===== src/rtl/acc_cpu_pkg.sv =====
package acc_cpu_pkg;

    localparam int TW = 4;

    typedef enum logic [3:0] {
        K_NOP, K_MOV, K_INR, K_DCR, K_UNA, K_ALUR, K_MVI, K_ALUI,
        K_JMP, K_JCC, K_CALL, K_RET, K_LDA, K_STA, K_HLT
    } kind_e;

    typedef enum logic [2:0] {
        OP_ADD, OP_SUB, OP_AND, OP_OR, OP_XOR, OP_NOT, OP_ROL, OP_SHR
    } aluop_e;

    typedef enum logic [1:0] {CC_NONE, CC_Z, CC_NZ, CC_M} cond_e;

    localparam logic [1:0] R_A = 2'd0;
    localparam logic [1:0] R_B = 2'd1;
    localparam logic [1:0] R_C = 2'd2;

    localparam logic [7:0] OPC_JZ  = 8'hCA;
    localparam logic [7:0] OPC_JNZ = 8'hC2;
    localparam logic [7:0] OPC_JM  = 8'hFA;

    typedef struct packed {
        kind_e           kind;
        logic [1:0]      dst;
        logic [1:0]      src;
        aluop_e          op;
        cond_e           cc;
        logic [TW-1:0]   last_t;
    } dec_t;

    // three-bit register field of the opcode map: 0=B, 1=C, 7=A
    function automatic logic [1:0] reg_of(input logic [2:0] f);
        case (f)
            3'd0:    return R_B;
            3'd1:    return R_C;
            default: return R_A;
        endcase
    endfunction

    function automatic logic [TW-1:0] kind_len(input kind_e k);
        case (k)
            K_NOP:           return 4'd3;
            K_ALUR, K_RET:   return 4'd5;
            K_MVI:           return 4'd6;
            K_ALUI:          return 4'd7;
            K_JMP, K_JCC:    return 4'd8;
            K_CALL, K_STA:   return 4'd9;
            K_LDA:           return 4'd10;
            default:         return 4'd4;
        endcase
    endfunction

endpackage


===== src/rtl/acc_cpu_decode.sv =====
module acc_cpu_decode
    import acc_cpu_pkg::*;
(
    input  logic [7:0] opc,
    output dec_t       dec
);
    logic undef;

    always_comb begin
        dec       = '0;
        dec.kind  = K_NOP;
        dec.op    = OP_ADD;
        dec.cc    = CC_NONE;
        dec.dst   = reg_of(opc[5:3]);
        dec.src   = reg_of(opc[2:0]);
        undef     = 1'b0;
        case (opc)
            8'h00: dec.kind = K_NOP;
            8'h76: dec.kind = K_HLT;
            8'h78, 8'h79, 8'h47, 8'h41, 8'h4F, 8'h48: dec.kind = K_MOV;
            8'h3C, 8'h04, 8'h0C: dec.kind = K_INR;
            8'h3D, 8'h05, 8'h0D: dec.kind = K_DCR;
            8'h3E, 8'h06, 8'h0E: dec.kind = K_MVI;
            8'h80, 8'h81: begin dec.kind = K_ALUR; dec.op = OP_ADD; end
            8'h90, 8'h91: begin dec.kind = K_ALUR; dec.op = OP_SUB; end
            8'hA0, 8'hA1: begin dec.kind = K_ALUR; dec.op = OP_AND; end
            8'hB0, 8'hB1: begin dec.kind = K_ALUR; dec.op = OP_OR;  end
            8'hA8, 8'hA9: begin dec.kind = K_ALUR; dec.op = OP_XOR; end
            8'hE6: begin dec.kind = K_ALUI; dec.op = OP_AND; end
            8'hF6: begin dec.kind = K_ALUI; dec.op = OP_OR;  end
            8'hEE: begin dec.kind = K_ALUI; dec.op = OP_XOR; end
            8'h2F: begin dec.kind = K_UNA;  dec.op = OP_NOT; end
            8'h17: begin dec.kind = K_UNA;  dec.op = OP_ROL; end
            8'h1F: begin dec.kind = K_UNA;  dec.op = OP_SHR; end
            8'hC3: dec.kind = K_JMP;
            OPC_JZ:  begin dec.kind = K_JCC; dec.cc = CC_Z;  end
            OPC_JNZ: begin dec.kind = K_JCC; dec.cc = CC_NZ; end
            OPC_JM:  begin dec.kind = K_JCC; dec.cc = CC_M;  end
            8'hCD: dec.kind = K_CALL;
            8'hC9: dec.kind = K_RET;
            8'h3A: dec.kind = K_LDA;
            8'h32: dec.kind = K_STA;
            default: undef = 1'b1;
        endcase
        dec.last_t = undef ? 4'd4 : kind_len(dec.kind);
    end
endmodule


===== src/rtl/acc_cpu_alu.sv =====
module acc_cpu_alu
    import acc_cpu_pkg::*;
#(
    parameter int DW = 8
) (
    input  logic [DW-1:0] a,
    input  logic [DW-1:0] b,
    input  aluop_e        op,
    output logic [DW-1:0] y
);
    always_comb begin
        case (op)
            OP_ADD:  y = a + b;
            OP_SUB:  y = a - b;
            OP_AND:  y = a & b;
            OP_OR:   y = a | b;
            OP_XOR:  y = a ^ b;
            OP_NOT:  y = ~a;
            OP_ROL:  y = {a[DW-2:0], a[DW-1]};
            default: y = {1'b0, a[DW-1:1]};
        endcase
    end
endmodule


===== src/rtl/acc_cpu_tstate.sv =====
module acc_cpu_tstate
    import acc_cpu_pkg::*;
(
    input  logic          clk,
    input  logic          rst,
    input  logic          hold,
    input  logic          done,
    output logic [TW-1:0] t
);
    always_ff @(posedge clk) begin
        if (rst)
            t <= 4'd1;
        else if (!hold)
            t <= done ? 4'd1 : t + 4'd1;
    end
endmodule


===== src/rtl/acc_cpu_core.sv =====
module acc_cpu_core
    import acc_cpu_pkg::*;
#(
    parameter int DW = 8,
    parameter int AW = 2 * DW
) (
    input  logic          clk,
    input  logic          rst,
    output logic [AW-1:0] mem_addr,
    output logic [DW-1:0] mem_wdata,
    output logic          mem_we,
    input  logic [DW-1:0] mem_rdata,
    output logic          halted
);
    localparam logic [AW-1:0] SLOT_LO = '1;
    localparam logic [AW-1:0] SLOT_HI = SLOT_LO - AW'(1);
    localparam logic [AW-1:0] PC_ONE  = AW'(1);
    localparam logic [AW-1:0] PC_TWO  = AW'(2);
    localparam logic [DW-1:0] D_ONE   = DW'(1);

    logic [AW-1:0] pc_q;
    logic [7:0]    ir_q;
    logic [DW-1:0] tmp_q, lo_q, hi_q;
    logic [DW-1:0] rf_q [0:3];
    logic          zf_q, sf_q, halted_q;
    logic [TW-1:0] t_q;
    dec_t          dec;
    logic [DW-1:0] alu_y, step_y;
    logic          taken, done, exec;

    acc_cpu_decode u_dec (.opc(ir_q), .dec(dec));

    acc_cpu_alu #(.DW(DW)) u_alu (
        .a(rf_q[R_A]), .b(tmp_q), .op(dec.op), .y(alu_y)
    );

    acc_cpu_tstate u_tst (
        .clk(clk), .rst(rst), .hold(halted_q), .done(done), .t(t_q)
    );

    always_comb begin
        case (dec.cc)
            CC_Z:    taken = zf_q;
            CC_NZ:   taken = !zf_q;
            CC_M:    taken = sf_q;
            default: taken = 1'b0;
        endcase
    end

    assign exec   = (t_q >= 4'd3);
    assign done   = (t_q == dec.last_t) ||
                    (dec.kind == K_JCC && t_q == 4'd4 && !taken);
    assign step_y = (dec.kind == K_DCR) ? rf_q[dec.dst] - D_ONE
                                        : rf_q[dec.dst] + D_ONE;
    assign halted = halted_q;

    // address and write strobe for the current T-state
    always_comb begin
        mem_addr  = pc_q;
        mem_we    = 1'b0;
        mem_wdata = rf_q[R_A];
        if (!halted_q && exec) begin
            case (dec.kind)
                K_RET: begin
                    if (t_q == 4'd3) mem_addr = SLOT_HI;
                    if (t_q == 4'd4) mem_addr = SLOT_LO;
                end
                K_CALL: begin
                    if (t_q == 4'd7) begin
                        mem_addr = SLOT_HI; mem_we = 1'b1; mem_wdata = pc_q[AW-1:DW];
                    end
                    if (t_q == 4'd8) begin
                        mem_addr = SLOT_LO; mem_we = 1'b1; mem_wdata = pc_q[DW-1:0];
                    end
                end
                K_LDA: if (t_q == 4'd9) mem_addr = {hi_q, lo_q};
                K_STA: if (t_q == 4'd9) begin
                    mem_addr = {hi_q, lo_q}; mem_we = 1'b1;
                end
                default: ;
            endcase
        end
    end

    always_ff @(posedge clk) begin
        if (rst) begin
            pc_q     <= '0;
            ir_q     <= '0;
            tmp_q    <= '0;
            lo_q     <= '0;
            hi_q     <= '0;
            zf_q     <= 1'b0;
            sf_q     <= 1'b0;
            halted_q <= 1'b0;
            for (int i = 0; i < 4; i++) rf_q[i] <= '0;
        end else if (!halted_q) begin
            if (t_q == 4'd2) begin
                ir_q <= mem_rdata;
                pc_q <= pc_q + PC_ONE;
            end else if (exec) begin
                case (dec.kind)
                    K_MOV: if (t_q == 4'd4) rf_q[dec.dst] <= rf_q[dec.src];
                    K_INR, K_DCR: if (t_q == 4'd4) begin
                        rf_q[dec.dst] <= step_y;
                        zf_q <= (step_y == '0);
                        sf_q <= step_y[DW-1];
                    end
                    K_UNA: if (t_q == 4'd4) rf_q[R_A] <= alu_y;
                    K_HLT: if (t_q == 4'd4) halted_q <= 1'b1;
                    K_ALUR: begin
                        if (t_q == 4'd4) tmp_q <= rf_q[dec.src];
                        if (t_q == 4'd5) begin
                            rf_q[R_A] <= alu_y;
                            zf_q <= (alu_y == '0);
                            sf_q <= alu_y[DW-1];
                        end
                    end
                    K_MVI, K_ALUI: begin
                        if (t_q == 4'd4) begin
                            tmp_q <= mem_rdata;
                            pc_q  <= pc_q + PC_ONE;
                        end
                        if (dec.kind == K_MVI && t_q == 4'd6) rf_q[dec.dst] <= tmp_q;
                        if (dec.kind == K_ALUI && t_q == 4'd7) begin
                            rf_q[R_A] <= alu_y;
                            zf_q <= (alu_y == '0);
                            sf_q <= alu_y[DW-1];
                        end
                    end
                    K_JMP, K_JCC, K_CALL, K_LDA, K_STA: begin
                        if (t_q == 4'd4) begin
                            if (dec.kind == K_JCC && !taken) begin
                                pc_q <= pc_q + PC_TWO;
                            end else begin
                                lo_q <= mem_rdata;
                                pc_q <= pc_q + PC_ONE;
                            end
                        end
                        if (t_q == 4'd6) begin
                            hi_q <= mem_rdata;
                            pc_q <= pc_q + PC_ONE;
                        end
                        if ((dec.kind == K_JMP || dec.kind == K_JCC) && t_q == 4'd8)
                            pc_q <= {hi_q, lo_q};
                        if (dec.kind == K_CALL && t_q == 4'd9) pc_q <= {hi_q, lo_q};
                        if (dec.kind == K_LDA && t_q == 4'd10) rf_q[R_A] <= mem_rdata;
                    end
                    K_RET: begin
                        if (t_q == 4'd4) hi_q <= mem_rdata;
                        if (t_q == 4'd5) pc_q <= {hi_q, mem_rdata};
                    end
                    default: ;
                endcase
            end
        end
    end
endmodule


===== config.mk =====
export PLATFORM = sky130hd
export DESIGN_NAME = acc_cpu_core
export DESIGN_NICKNAME = d
export VERILOG_FILES = /design/src/rtl/acc_cpu_pkg.sv /design/src/rtl/acc_cpu_decode.sv /design/src/rtl/acc_cpu_alu.sv /design/src/rtl/acc_cpu_tstate.sv /design/src/rtl/acc_cpu_core.sv
export SDC_FILE = /design/constraint.sdc
export NUM_CORES = 1
export LEC_CHECK = 0
export BUFFER_PORTS_ARGS = -buffer_cell sky130_fd_sc_hd__buf_2
export CAP_MARGIN = 10
export CELL_PAD_IN_SITES_DETAIL_PLACEMENT = 1
export CELL_PAD_IN_SITES_GLOBAL_PLACEMENT = 2
export CORE_ASPECT_RATIO = 0.6
export CORE_MARGIN = 3
export CORE_UTILIZATION = 37
export CTS_CLUSTER_DIAMETER = 200
export DETAILED_ROUTE_END_ITERATION = 8
export GPL_ROUTABILITY_DRIVEN = 0
export PLACE_DENSITY_LB_ADDON = 0.1
export SKIP_CTS_REPAIR_TIMING = 1
export SLEW_MARGIN = 20
export SYNTH_ARGS = -nofsm -noshare
export SYNTH_HDL_FRONTEND = slang
export SYNTH_SLANG_ARGS = --single-unit

===== constraint.sdc =====
create_clock -name clk -period 4.8 [get_ports clk]
set_input_delay 0.24 -clock clk [delete_from_list [all_inputs] [get_ports clk]]
set_output_delay 0.24 -clock clk [all_outputs]
set_load 0.02 [all_outputs]

# Word level (Yosys, flattened, before mapping)
# Memories as Yosys holds them, arrays and structs flattened.
# Index checks and enable logic that the tools add are counted.
word_totals:
  reg_bits: 55
  latch_bits: 0
  mem_bits_rw: 32
  rom_bits: 64
  in_bits: 10
  word_cells: 277
  mem_count: 2
memory_table:
  columns: ["name", "words", "width", "rd", "rd_clocked_by_memory_dff", "wr", "line_no", "text"]
  rows:
  - ["(no name shown)", 16, 4, 1, 0, 0, "acc_cpu_pkg.sv:43", "case (k)"]
  - ["rf_q", 4, 8, 3, 0, 4, "acc_cpu_core.sv:24", "logic [DW-1:0] rf_q [0:3];"]
op_classes:
  n_addsub: 7
  mul: 0
  div: 0
  n_lt_le_gt_ge: 1
  n_eq_ne: 85
  shift: 0
  n_mux: 111
  n_bitwise: 13
  n_reduce_logical: 49
op_table:
  columns: ["op", "count"]
  rows:
  - ["2-to-1 mux 16 bit", 15]
  - ["== test 8 bit (second input constant)", 19]
  - ["2-to-1 mux 8 bit", 15]
  - ["one-hot mux 16 bit (3 select lines)", 2]
  - ["2-to-1 mux 1 bit", 64]
  - ["== test 8 x 7 -> 1 bit (second input constant)", 7]
  - ["one-hot mux 4 bit (14 select lines)", 1]
  - ["one-hot mux 8 bit (7 select lines)", 1]
  - ["== test 8 x 6 -> 1 bit (second input constant)", 6]
  - ["OR reduction 41 bit", 1]
  - ["== test 4 bit (second input constant)", 10]
  - ["== test 4 x 3 -> 1 bit (second input constant)", 8]
  - ["one-hot mux 8 bit (2 select lines)", 2]
  - ["OR reduction 3 bit", 9]
  - ["== test 8 x 3 -> 1 bit (second input constant)", 3]
  - ["== test 8 x 4 -> 1 bit (second input constant)", 3]
  - ["zero test 8 bit", 3]
  - ["AND reduction 6 bit", 4]
  - ["one-hot mux 3 bit (7 select lines)", 1]
  - ["adder 16 x 1 -> 16 bit (second input constant)", 1]
  - ["adder 16 x 2 -> 16 bit (second input constant)", 1]
  - ["== test 4 x 2 -> 1 bit (second input constant)", 4]
  - ["== test 8 x 5 -> 1 bit (second input constant)", 2]
  - ["inequality test 2 bit (second input constant)", 7]
  - ["41 further kinds", 77]

# Logic depth before layout (Yosys ltp)
# Gate-level depths: netlist of the first run.
depth:
  ltp_word: 15
  depth_mapped: 21
  mapped_depth_nobuf: 18

# Hierarchy
# Synthesis of the first run repeated with hierarchy kept, for this count alone.
unflattened:
  cells_unflattened: 1048
  area_unflattened_um2: 8421.8
modules_own_cells:
  columns: ["mod", "n_inst", "cells_per_inst", "area_each_um2"]
  rows:
  - ["acc_cpu_core", 1, 765, 6371.1]
  - ["acc_cpu_alu", 1, 154, 1118.6]
  - ["acc_cpu_decode", 1, 109, 749.5]
  - ["acc_cpu_tstate", 1, 20, 182.7]

# Worst setup path after synthesis of the first run
# No wires, ideal clock.
synth_path:
  path_type: "register to register"
  start: "reg ir_q[1]"
  end: "mem rf_q[1][7], data pin"
  setup_time_ns: 0.140
  t_arrival_ns: 4.162
  setup_slack_ns: 0.498
  stages_incl_launch_ff: 21
  path_buffers: 2
  period_less_slack_ns: 4.302
  path_cell_list: "dfxtp_1 buf_2 clkbuf_1 or3_1 a211oi_2 nor3_1 nand2_1 a21oi_1 mux2_2 inv_1 ha_1 nor2b_1 o21a_1 o21ai_0 a21oi_1 o21a_1 or3_1 a21oi_1 nor2b_1 a211o_1 a21oi_2"
synth_lines:
  columns: ["element", "line_no", "text"]
  rows:
  - ["from (decl)", "acc_cpu_core.sv:22", "logic [7:0] ir_q;"]
  - ["from (signal assigned)", "acc_cpu_core.sv:98", "ir_q <= mem_rdata;"]
  - ["to (decl)", "acc_cpu_core.sv:24", null]

# Worst setup path after layout of the first run
layout_path:
  start: "reg ir_q[5]"
  end: "out mem_addr[8]"
layout_via:
  elab_chain_cells: 7
layout_lines:
  columns: ["element", "line_no", "text"]
  rows:
  - ["== test 8 bit, or another cell as far along", "acc_cpu_decode.sv:17", "case (opc)"]
  - ["OR reduction 10 bit (no source line), or another cell as far along", null, null]
  - ["one-hot mux 4 bit (14 select lines) (*)", "acc_cpu_decode.sv:17", null]
  - ["== test 4 bit", "acc_cpu_core.sv:63", "case (dec.kind)"]
  - ["OR reduction 2 bit (no source line)", null, null]
  - ["one-hot mux 16 bit (3 select lines) (*)", "acc_cpu_core.sv:63", null]
  - ["2-to-1 mux 16 bit (*)", "acc_cpu_core.sv:62", "if (!halted_q && exec) begin"]
  - ["to (decl)", "acc_cpu_core.sv:9", "output logic [AW-1:0] mem_addr,"]
# Mark *: on every way between the ends. The rest lies on a longest branch, timed or not.

==> impl_metrics.ini, run 1 <==
[synthesis]
synthesis.area_sq_um = 7670
synth-simple-area-share = 0.2667
yosys_warnings = 0
synth_compound_area_frac = 0.2760
muxShareOfSynthArea = 0.06085
synth_fa_ha_area_frac = 0.06558
netlist.area_leader.share = 0.1436
synth.distinct_cells = 88
yosys_register_bits = 79
syn_inst = 1048
synth_ff_type = dfxtp_1
syn_nets = 1097
synth-seq-area-share = 0.2375
synth_common_cells = nor2_1 (124), a21oi_1 (120), nand2_1 (105)
synth_area_leaders = dfxtp_1 (14%), edfxtp_1 (9.4%), a21oi_1 (7.8%)
synth.largest_area_cell = dfxtp_1
synth_top_family_by_area = compound AO/OA/AOI/OAI gates
synthArstFlopShare = 0
synth-edff-count = 24
synth-xor-area-share = 0.03083
yosys.cell_count.top_type = nor2_1
syn_avg_cell_area_sq_um = 7.319

[critical_path]
crit_required_ns = 4.56
cp_slowest_cell = nor4bb_2
worst-path-max-fanout = 18
crit_path_frequent_cell = buf_4
cp-end-kind = primary output
path_cells = buf_4 > and3_1 > or2_4 > nand3_1 > nor3b_2 > inv_2 > nand3_2 > nor4bb_2 > buf_4 > and2_1 > o21ai_1 > buf_4 > a21oi_1 > nor2_1 > a21oi_1 > buf_2
cp.buffers_inverters = 5
cp_data_arrival_time_ns = 4.36
cp-start-kind = flop
crit_family = simple AND/OR/NAND/NOR gates
path_class = reg -> out
slowest_delay_ns = 0.70

[global_route]
overflow = 0
grt_pass1_wl_um = 49440
antenna_found_initial = 1
grt_pass1_vias = 7777
grt_max_degree = 36
grtUsageTotal = 0.2860

[timing]
rsz0062_at_grt = false
fin_crit_sh = 0.9575
final-setup-viol-count = 0
max_clock_freq_mhz = 217.6
final.setup.tns_ns = 0
hold_viol_final = 0
slew_violations = 0
clock_skew_ns = 0.01248
finalCriticalPeriod_ns = 4.596
tightest_slew_ns = 1.076
timing.slew.headroom = 0.2785

[route]
drt_wl_total_um = 32460
vias = 8359
via_per_inst = 6.233
drc = 0
drt-initial-drc-count = 943
ant_nets = 0
wl_per_cell_um = 24.20
firstDrtPassIters = 5

[die]
rows = 40
dieArea_sq_um = 22550
io_pins = 36
dieWidth_um = 191.9
coreArea_sq_um = 20170
die_y_um = 117.5
initial_core_util = 0.3803

[final_layout]
drive_above_1_share = 0.1236
utilization = 0.4224
stdcell_count = 1341
area_growth_pct = 11.08
fin_nets = 1112
postLayoutCellArea_sq_um = 8519
fillers = 2530
regArea_sq_um = 1823
multi_input_area_sq_um = 5390
diodes = 0

[clock_network]
cts_tree = yes
cts_made_buffers = 9
clk_path_buf_depth = 2
cts_sinks = 79
cts_root_buffer = clkbuf_16
clk_pin_slew_ns = 0.06
htree_levels = 3
worstSkewPairLatency_ns = 0.36

[placement]
dp_hpwl_um = 25220
numPortBuffers = 35
dpl-instance-area_sq_um = 8220
placed_cells = 1325

[power_and_ir_drop]
power.share.switching = 0.4064
p_seq_frac = 0.329
combPwrFrac = 0.377
ir_worst_vdd_v = 0.0002225
power_frac_clock = 0.294
internal_power_mw = 1.454
p_leak_nw = 3.086
powerDensity_nw_per_um2 = 287.5
p_switching_mw = 0.9954

[job]
maxCapViolations = 0

[status]
status = finished, final reports clean

[worst_hold_path]
hold_class = in -> reg
-- stage by stage --
step / power (mW) / worst slack (ns) / hold slack, ns
3_5_place_dp: 1.714 / 0.3445 / 0.5068
4_1_cts: 2.440 / 0.3382 / 0.2194
5_1_grt: 2.582 / 0.02148 / 0.2526
6_report: 2.449 / 0.2039 / 0.2394
2_1_floorplan: 1.423 / 0.4979 / 0.3760
3_3_place_gp: 1.709 / 0.4209 / 0.4946
-- layout make-up --
cell class              count  area share
multi-input cells         855      0.6327
inverters                  35     0.01542
repair buffers             83     0.06286
clock inverters             6    0.008078
flip-flops and latches     79      0.2140
well taps                 273     0.04009
clock buffers              10     0.02688
-- logic make-up after synthesis --
logic type,Yosys count
fa+ha+maj,39
xor+xnor,27
buf+inv,114
mux,46
simple gates,403
flops,79
compound gates,340
-- worst paths after layout --
kind	startpoint	end	slack, ns	cells after the start
worst max register to register	ir_q[6]$_SDFFE_PP0P_	rf_q[1][7]$_SDFFCE_PN0P_	0.39	18
worst min register to register	sf_q$_SDFFE_PP0P_	sf_q$_SDFFE_PP0P_	0.52	2
worst max-delay path	ir_q[5]$_SDFFE_PP0P_	mem_addr[8]	0.20	16
worst min-delay path	mem_rdata[7]	ir_q[7]$_SDFFE_PP0P_	0.24	3
-- state kept, by name, indices dropped and copies added (netlist names) --
name / flops
halted: 1
hi_q: 8
ir_q: 8
lo_q: 8
pc_q: 16
rf_q: 24
sf_q: 1
tmp_q: 8
u_tst.t: 4
zf_q: 1
-- cell usage in the layout (no fill, tap or decap), drive strengths merged, types with 20 or more instances in the layout --
cell type,netlist,layout
edfxtp,24,24
nor3,26,26
ha,37,37
inv,35,37
o21ai,81,81
mux2i,44,44
nor2,124,124
a22oi,20,20
a21oi,122,122
nand2,105,105
dfxtp,55,55
xnor2,20,20
buf,24,83
nand3,28,28
-- power by group through the flow --
stage               Clock [mW]  Sequential, mW  Combinational (mW)
global route             0.764           0.813                1.01
detailed placement           0           0.818               0.896
finish                   0.720           0.806               0.923
CTS                      0.738           0.803               0.899
global placement             0           0.816               0.893
floorplan                    0           0.763               0.660
-- tightest hold or removal path, delay by kind of cell --
kind            cells  cell delay [ns]
buf+inv             1             0.16
compound gates      1             0.05
simple gates        1             0.08
-- routing by layer --
metal | wire, um | part of all wire | global-route usage
met5 | 0 | 0 | 0
met4 | 283 | 0.0087 | 0.04260
met3 | 2984 | 0.092 | 0.07202
met2 | 11870 | 0.37 | 0.3490
met1 | 17320 | 0.53 | 0.4867
Note: power is estimated with default switching activity, not from simulation.
==> inputs of run 2 (changes only) <==
ABC_AREA = 1   (was not set)
CORE_UTILIZATION = 35   (was 37)
==> impl_metrics.ini, run 2 <==
[critical_path]
r2r_setup_slack_ns = 0.94
worstReg2RegStart = ir_q[5]$_SDFFE_PP0P_
cp_data_arrival_time_ns = 4.09
cp-start-kind = flop
cp-end-kind = flop
worst-path-max-fanout = 10
cp-endpoint = rf_q[0][6]$_SDFFCE_PN0P_
crit_required_ns = 5.02
cp-startpoint = ir_q[5]$_SDFFE_PP0P_
rr_endpoint = rf_q[0][6]$_SDFFCE_PN0P_
r2r_cells = 19
path_class = reg -> reg

[synthesis]
synth_common_cells = nand2_1 (267), nor2_1 (147), inv_1 (146)
yosys_register_bits = 79
syn_avg_cell_area_sq_um = 6.381
synthArstFlopShare = 0
syn_inst = 1304
synthesis.area_sq_um = 8320
synth-seq-area-share = 0.2189
synth.largest_area_cell = dfxtp_1
synth_area_leaders = dfxtp_1 (13%), nand2_1 (12%), edfxtp_1 (8.7%)
netlist.area_leader.share = 0.1323
synth-edff-count = 24
yosys.cell_count.top_type = nand2_1
yosys_warnings = 0
synth.distinct_cells = 59
synth_ff_type = dfxtp_1
syn_nets = 1353

[timing]
slew_violations = 0
timing.slew.headroom = 0.1979
final.setup.tns_ns = 0
rsz0062_at_grt = false
fin_crit_sh = 0.8052
finalCriticalPeriod_ns = 3.865
final-setup-viol-count = 0
tightest_slew_ns = 1.193
max_clock_freq_mhz = 258.7
clock_skew_ns = 0.01540
hold_viol_final = 0

[final_layout]
fin_nets = 1364
fillers = 3116
largest_register_ffs = 24
layout_common_cells = nand2_1 (267), inv_1 (146), nor2_1 (145), o21ai_0 (138), a21oi_1 (81)
largest_registers = rf_q x24, pc_q x16
drive_above_1_share = 0.1235
stdcell_count = 1635
area_growth_pct = 9.248
layout_commonest_cell = nand2_1
top_register = rf_q
diodes = 0

[power_and_ir_drop]
powerDensity_nw_per_um2 = 349.4
p_leak_nw = 3.749
combPwrFrac = 0.466
p_switching_mw = 1.546
internal_power_mw = 1.631
power.share.switching = 0.4866
power_frac_clock = 0.255
p_seq_frac = 0.279
ir_worst_vdd_v = 0.0001570

[global_route]
antenna_found_initial = 2
grtUsageTotal = 0.2991
grt_pass1_vias = 8934
grt_pass1_wl_um = 57840
met1_usage = 0.4869
met2_usage = 0.3656
grt.met3_usage = 0.1116
grt_most_used_layer = met1
overflow = 0
grt_max_degree = 47

[die]
rows = 43
dieArea_sq_um = 25720
die_y_um = 125.4
coreArea_sq_um = 23240
dieWidth_um = 205.1
io_pins = 36
initial_core_util = 0.3580

[clock_network]
cts_sinks = 79
cts_tree = yes
clk_pin_slew_ns = 0.07
worstSkewPairLatency_ns = 0.37
cts_root_buffer = clkbuf_16
cts_made_buffers = 9
clk_path_buf_depth = 2
htree_levels = 3

[worst_hold_path]
hold_class = in -> reg

[route]
drc = 0
via_per_inst = 5.792
firstDrtPassIters = 5
drt_wl_total_um = 38720
vias = 9470
drt-initial-drc-count = 1021
wl_per_cell_um = 23.68
ant_nets = 0

[placement]
dp_hpwl_um = 30740
placed_cells = 1619
numPortBuffers = 35

[status]
status = finished, final reports clean

[job]
maxCapViolations = 0
## run 2: changes by cell type in the layout (fill, tap and decap cells not counted), sizes merged, moves of 19 or more
cell    change
nand2     +181
buf        -32
nor2       +40
mux2i      -44
a21oi      -36
nand3      +35
o211ai     +20
inv       +133
xor2       +29
a22oi      -19
o21ai      +87
## run 2: power groups by stage
stage / Clock [mW] / Sequential [mW] / Combinational, mW
6_report: 0.810 / 0.885 / 1.48
5_1_grt: 0.846 / 0.893 / 1.62
4_1_cts: 0.826 / 0.876 / 1.43
3_5_place_dp: 0 / 0.892 / 1.42
3_3_place_gp: 0 / 0.889 / 1.42
2_1_floorplan: 0 / 0.803 / 1.04
## run 2: cell type report
cell class	instances	area (sq um)	area share
multi-input cells	1006	5609	0.6171
clock buffers	10	250.2	0.02753
well taps	315	394.1	0.04336
inverters	168	635.6	0.06992
repair buffers	51	295.3	0.03248
clock inverters	6	83.83	0.009222
flip-flops and latches	79	1822	0.2004
## run 2: worst min-delay path by stage
| stage | startpoint | cells after the start | end |
|---|---|---|---|
| after floorplan | mem_rdata[6] | 2 | tmp_q[6]$_SDFFE_PP0P_ |
| after global placement | sf_q$_SDFFE_PP0P_ | 2 | sf_q$_SDFFE_PP0P_ |
| after detailed placement | hi_q[6]$_SDFFE_PP0P_ | 2 | hi_q[6]$_SDFFE_PP0P_ |
| after CTS | rst | 2 | sf_q$_SDFFE_PP0P_ |
| after global routing | rst | 2 | halted$_SDFF_PP0_ |
| final | rst | 2 | sf_q$_SDFFE_PP0P_ |
## run 2: through the flow
stage / hold slack (ns) / instance area [sq um] / total power, mW / utilization / setup WS, ns
4_1_cts: 0.2173 / 9086 / 3.135 / 0.3909 / 1.030
6_report: 0.2272 / 9090 / 3.176 / 0.3911 / 0.9351
5_1_grt: 0.2357 / 9090 / 3.357 / 0.3911 / 0.4951
3_5_place_dp: 0.4647 / 8752 / 2.313 / 0.3766 / 1.065
3_3_place_gp: 0.4629 / 8752 / 2.306 / 0.3766 / 1.194
2_1_floorplan: 0.4003 / 8320 / 1.841 / - / 1.878
## run 2: worst max-delay path, stage by stage (launching register included)
cell and delay [ns]:
dfxtp_1 0.41, inv_2 0.09, nand2_2 0.22, nor2_1 0.17, inv_1 0.21, nor2_1 0.07
a221oi_1 0.45, inv_1 0.12, fa_1 0.44, o21ai_0 0.31, a21oi_1 0.11, nor2_1 0.10
nor2_1 0.05, xnor2_1 0.39, nor2_1 0.14, o22ai_1 0.14, nand2_1 0.08, nand2_1 0.08
inv_2 0.04, nor2_1 0.09
## run 2: metal layers
metal,wire length (um),share of wire,vias up
li1,-,-,4425
met1,19720,0.51,4601
met2,13610,0.35,411
met3,5018,0.13,31
met4,350,0.0090,2
met5,16,0.00041,-
## run 2: logic make-up after synthesis
family / synth area share
xor gates and xnor gates: 0.04421
AOI/OAI and AO/OA: 0.2546
and+or+nand+nor: 0.3132
adders and majority gates: 0.06045
DFF: 0.2189
buffers and inverters: 0.1086
